$ cat src/rtl/burst_histo_mon.sv
module burst_histo_mon #(
  parameter int CW = 16,
  parameter int LW = 5
) (
  input  logic          clk,
  input  logic          rst_n,
  input  logic          clr,
  input  logic          frame_n,
  input  logic          irdy_n,
  input  logic          trdy_n,
  input  logic [3:0]    cbe_n,
  input  logic          gnt_n,
  input  logic          qual_en,
  input  logic [4:0]    rd_addr,
  output logic [CW-1:0] rd_data
);
  localparam int NB = 16;
  localparam logic [LW-1:0] LMAX = {LW{1'b1}};
  localparam logic [LW-1:0] LTOP = LW'(30);
  localparam logic [CW-1:0] CMAX = {CW{1'b1}};

  logic          frame_q, mem_txn;
  logic [LW-1:0] run_len;
  logic [CW-1:0] bin_cnt [NB];
  logic [CW-1:0] cmd_cnt [NB];

  wire qual_ok    = !qual_en || !gnt_n;
  wire frame_rise = !frame_n && frame_q;
  wire addr_ph    = frame_rise && qual_ok;
  wire cmd_is_mem = (cbe_n == 4'h6) || (cbe_n == 4'h7) || (cbe_n == 4'hC) ||
                    (cbe_n == 4'hE) || (cbe_n == 4'hF);
  wire act        = !irdy_n && !trdy_n && qual_ok && mem_txn;
  wire burst_end  = !act && (run_len != '0);
  wire [3:0] bin_idx = (run_len >= LTOP) ? 4'd15 : 4'(run_len >> 1);

  assign rd_data = rd_addr[4] ? cmd_cnt[rd_addr[3:0]] : bin_cnt[rd_addr[3:0]];

  always_ff @(posedge clk or negedge rst_n) begin
    if (!rst_n) begin
      frame_q <= 1'b1;
      mem_txn <= 1'b0;
    end else begin
      frame_q <= frame_n;
      if (frame_rise) mem_txn <= cmd_is_mem && qual_ok;
    end
  end

  always_ff @(posedge clk or negedge rst_n) begin
    if (!rst_n)                run_len <= '0;
    else if (clr || !act)      run_len <= '0;
    else if (run_len != LMAX)  run_len <= run_len + 1'b1;
  end

  always_ff @(posedge clk or negedge rst_n) begin
    if (!rst_n) begin
      for (int i = 0; i < NB; i++) begin
        bin_cnt[i] <= '0;
        cmd_cnt[i] <= '0;
      end
    end else if (clr) begin
      for (int i = 0; i < NB; i++) begin
        bin_cnt[i] <= '0;
        cmd_cnt[i] <= '0;
      end
    end else begin
      for (int i = 0; i < NB; i++) begin
        if (burst_end && bin_idx == 4'(i) && bin_cnt[i] != CMAX)
          bin_cnt[i] <= bin_cnt[i] + 1'b1;
        if (addr_ph && cbe_n == 4'(i) && cmd_cnt[i] != CMAX)
          cmd_cnt[i] <= cmd_cnt[i] + 1'b1;
      end
    end
  end
endmodule

$ cat config.mk
export PLATFORM = sky130hd
export DESIGN_NAME = burst_histo_mon
export DESIGN_NICKNAME = d
export VERILOG_FILES = /design/src/rtl/burst_histo_mon.sv
export SDC_FILE = /design/constraint.sdc
export NUM_CORES = 1
export LEC_CHECK = 0
export ABC_AREA = 1
export BUFFER_PORTS_ARGS = -buffer_cell sky130_fd_sc_hd__buf_2
export CAP_MARGIN = 20
export CELL_PAD_IN_SITES_DETAIL_PLACEMENT = 1
export CELL_PAD_IN_SITES_GLOBAL_PLACEMENT = 1
export CORE_ASPECT_RATIO = 1.75
export CORE_MARGIN = 8
export CORE_UTILIZATION = 40
export DETAILED_ROUTE_END_ITERATION = 16
export PLACE_DENSITY = 0.7
export SYNTH_ARGS = -nofsm -noshare
export SYNTH_HDL_FRONTEND = slang
export SYNTH_SLANG_ARGS = --single-unit
export TNS_END_PERCENT = 5
$ cat constraint.sdc
create_clock -name clk -period 3.7 [get_ports clk]
set_clock_uncertainty 0.15 [all_clocks]
set_input_delay 0.37 -clock clk [delete_from_list [all_inputs] [get_ports clk]]
set_output_delay 0.37 -clock clk [all_outputs]
set_load 0.03 [all_outputs]
* Word level (Yosys, flattened, before mapping) *
Cells that the tools add are included.
W data, S select, Z words.

word-level totals
  input port bits = 17
  output and inout port bits = 16
  bits in registers = 519
  word-level logic and storage cells = 297

operators by class
  muxes and demuxes = 44
  equal/unequal tests = 63
  bitwise operators = 1
  magnitude comparators = 2
  $add $sub $neg = 33
  reduce and logical (&&, ||, !) cells = 119

operators by type and width
  cell                     count
  $mux W16                 37
  $add A16 B1 Y16 const B  32
  $mux W256                2
  $ne A16 B16 Y1 const B   32
  $bmux W16 S4             2
  $logic_and A1 B1 Y1      71
  $reduce_bool A2 Y1       33
  $eq A4 B4 Y1 const B     16
  $eq A4 B3 Y1 const B     8
  $eq A4 B2 Y1 const B     4
  $ge A5 B5 Y1 const B     2
  $mux W5                  2
  $eq A4 B1 Y1 const B     2
  $logic_not A4 Y1         2
  $logic_not A1 Y1         6
  $logic_or A1 B1 Y1       6
  $add A5 B1 Y5 const B    1
  $ne A5 B5 Y1 const B     1
  $not A4 Y5               1
  $reduce_bool A5 Y1       1
  $mux W4                  1

* Depth between registers and ports, before layout *
  depth in word-level cells = 10
  depth in mapped cells = 12
  depth with buffers taken out = 10

* Worst setup path before layout *
OpenSTA, ideal clock, no wires.

  path type = input-to-output
  from = in rd_addr[0]
  to = out rd_data[9]
  buffers on the path = 3
  stages on the path = 11
  path slack = 1,612 ps
  required time = 3,180 ps
  data arrival time = 1,568 ps
  cell sequence = buf_2 -> buf_2 -> clkbuf_1 -> nand2_1 -> nand3_1 -> nand3_1 -> nand2_1 -> nand2_1 -> nand2_1 -> nand2_1 -> nand2_1

between the ends
  word-level cells in the longest chain between the ends = 5
  elaborated cells on any way between the ends = 8
  those cells by class = mux: 7; bitwise: 1

ends and longest elaborated chain
  element                                      line  RTL
  start: declaration                           14    input logic [4:0] rd_addr,
  $not A4 Y5 (not written as such) (*)         36    assign rd_data = rd_addr[4] ? cmd_cnt[rd_addr[3:0]] : bin_cnt[rd_addr[3:0]];
  $bmux W16 S4                                 36
  $mux W16 (not written as such) (2 in a row)  36
  $mux W16 (*)                                 36
  end: declaration                             15    output logic [CW-1:0] rd_data

Mark *: on every way between the ends. The rest lies on a longest branch, timed or not. The select of a mux whose other input is x is not followed.

* Worst setup path in the final report *
  from = in rd_addr[0]
  to = out rd_data[5]

The elaborated chain is that of the path after synthesis.

==> out/metrics.cfg <==
[routing]
wl_um=147000
route.detailed.drc=0
drtIter0Drc=2250
antenna_left=0
drt_pass1_iterations=6
vias=40300
via_per_inst=5.65
wl_per_cell_um=20.7

[power]
comb_power_share_pct=7.8
p_sw_share_pct=26.6
p_clk_share_pct=50.0
p_per_area_nw_per_um2=323
pwr-share-seq_pct=42.3
p_sw_mw=3.57
ir_drop_uv=380
intPower_mw=9.87
power_leakage_nw=18.4

[clock_network]
cts_setup_buffers=0
max-clock-path-buffers=3
numCtsBuffers=58
cts-resized-gates=0
cts_root_buf=clkbuf_16
cts_tree=done
clock_latency_ns=0.67
cts.htree.levels=2
path_clk_slew_ns=0.06
cts.sinks=519

[setup_path]
end_kind=output pin
crit_type=in -> out
crit_path_max_fanout=64
cp.required_ns=3.18
crit_arrival_ns=2.59
reg2reg_from=run_len[1]
cp-start-kind=input pin
ff2ff_path_depth=11
r2r-end=bin_cnt[27]
r2r_slack_ns=0.87

[global_route]
grt_pass1_vias=42400
grt_overflow=0
grt_max_degree=129
grt_pass1_wl_um=234000
grtUsageTotal_pct=27.3
antenna_found_initial=0

[placement]
place_congestion=0.908
dpl.hpwl_um=110000
dp_slack_ns=0.675
portBuffers=32
placed_area_um2=39400

[yosys]
ys_seq_area_share_pct=34.0
ys_types=39
yosysTopAreaCellShare_pct=33.9
ys_warn_count=0
synth_area_um2=38200
synthCells=5947
syn_nets=5999
synthTopCellsByArea=dfrtp_1, nand2_1, nand3_1
ys_ff_latch=519
avgSynthCellArea_um2=6.43
yosysTopAreaCell=dfrtp_1

[layout]
diodes=0
layout.nets=5918
fillers=12600
area_growth_pct=8.86
layout-drive-gt1-share_pct=5.94
fin_area_um2=41600
final_cell_mix=nand2_1, nand3_1, nor2_1
layout_commonest_cell=nand2_1

[min_path]
worstHoldEndpoint=bin_cnt[247]
hold_depth=4
hold_path.class=in -> reg
hold_start=clr

[floorplan]
start_util_pct=40.2
ios=33
fp.dieH_um=425
die_w_um=250
die_area_um2=106000
core_area_um2=95200
rows=150

[sta]
rsz0062_at_grt=no
maxSlewHeadroom_pct=38.7
fmax_ghz=0.321
finalSetupViolations=0
fin_setup_tns_ns=0
fin_crit_ns=3.11
finalMaxSlewViolations=0
tightestPinTransition_ns=0.917
final_hold_viol_count=0
fin_crit_sh_pct=84.2
worst_slack_ns=0.585

[job]
maxCapViolCount=0

[run_status]
outcome=finished clean

==> kinds of logic after synthesis <==
kind of cell | count (synthesis) | share of synthesized area, %
AND/OR/NAND/NOR | 4452 | 51.1
XOR/XNOR | 150 | 3.44
AO/OA/AOI/OAI | 274 | 4.29
adder cells (fa/ha/maj) | 35 | 1.15
buffers and inverters | 517 | 6.04
flip-flops | 519 | 34.0
==> how the worst max path moves through the flow <==
| stage | start | end | slack [ns] | cells after the start |
|---|---|---|---|---|
| 2_1_floorplan | rd_addr[0] | rd_data[9] | 1.61 | 11 |
| 3_3_place_gp | rd_addr[0] | rd_data[13] | 0.70 | 13 |
| 3_5_place_dp | rd_addr[0] | rd_data[5] | 0.67 | 12 |
| 4_1_cts | rd_addr[0] | rd_data[5] | 0.67 | 12 |
| 5_1_grt | rd_addr[0] | rd_data[5] | 0.50 | 12 |
| 6_report | rd_addr[0] | rd_data[5] | 0.59 | 12 |
==> timing repair <==
action,CTS,global route
setup endpoints to repair,0,0
endpoints found under the hold margin,90,0
hold buffers,4,0
==> state kept, by name, indices dropped and copies added, names as in the netlist <==
register / cells
cmd_cnt: 256
frame_q: 1
bin_cnt: 256
mem_txn: 1
run_len: 5
==> synthesized netlist by cell type (all sizes together) <==
| library cell | instances |
|---|---|
| nand2 | 2476 |
| nand3 | 840 |
| nor2 | 662 |
| dfrtp | 518 |
| nand4 | 315 |
| inv | 271 |
| buf | 150 |
| o21ai | 148 |
| xor2 | 134 |
| o21bai | 96 |
| clkbuf | 95 |
| nand3b | 76 |
| or2 | 45 |
| ha | 35 |
| and2 | 27 |
| a21oi | 23 |
| xnor2 | 16 |
| nor3 | 10 |
| a21o | 4 |
| a32o | 1 |
| and3 | 1 |
| clkinv | 1 |
| dfstp | 1 |
| o211ai | 1 |
| o21a | 1 |
==> power groups by stage <==
stage               Sequential (mW)  Combinational (mW)  Clock (mW)
finish                         5.68                1.04        6.72
global route                   5.68                1.13        7.05
CTS                            5.68                1.05        6.89
detailed placement             5.79                1.05           0
global placement               5.79                1.04           0
floorplan                      5.79               0.587           0
==> worst max-delay path, stage by stage <==
cell	delay, ns
clkbuf_8	0.23
inv_8	0.29
buf_12	0.31
nand2_1	0.09
nand3_1	0.16
nand3_1	0.18
nand2_1	0.15
nand2_1	0.10
nand2_1	0.10
nand2_1	0.11
nand2_1	0.21
buf_2	0.23
==> metal layers <==
layer / vias up / part of all wire, % / track usage, %
li1: 19300 / - / -
met1: 19900 / 38 / 28.8
met2: 706 / 54 / 52.4
met3: 384 / 2.6 / 2.68
met4: 0 / 6.0 / 15.1
met5: - / 0 / 0
==> cell type report <==
cell class | count | area (um2) | share of cell area, %
multi-input combinational | 4911 | 22900 | 55.1
sequential | 519 | 13000 | 31.2
clock buffer | 82 | 1710 | 4.12
tap | 1216 | 1520 | 3.66
inverter | 272 | 1040 | 2.50
timing repair buffer | 104 | 1000 | 2.41
clock inverter | 26 | 418 | 1.00
==> stage by stage <==
step	power, mW	hold WS, ns	utilization [%]	std cells
after floorplan	6.38	-0.0756	-	5947
after global placement	6.83	0.239	41.4	7018
after detailed placement	6.83	0.244	41.4	7018
after CTS	13.6	0.0181	43.7	7130
after global routing	13.9	0.0706	43.7	7130
final	13.4	0.0425	43.7	7130
Note: power is estimated with default switching activity, not from simulation.
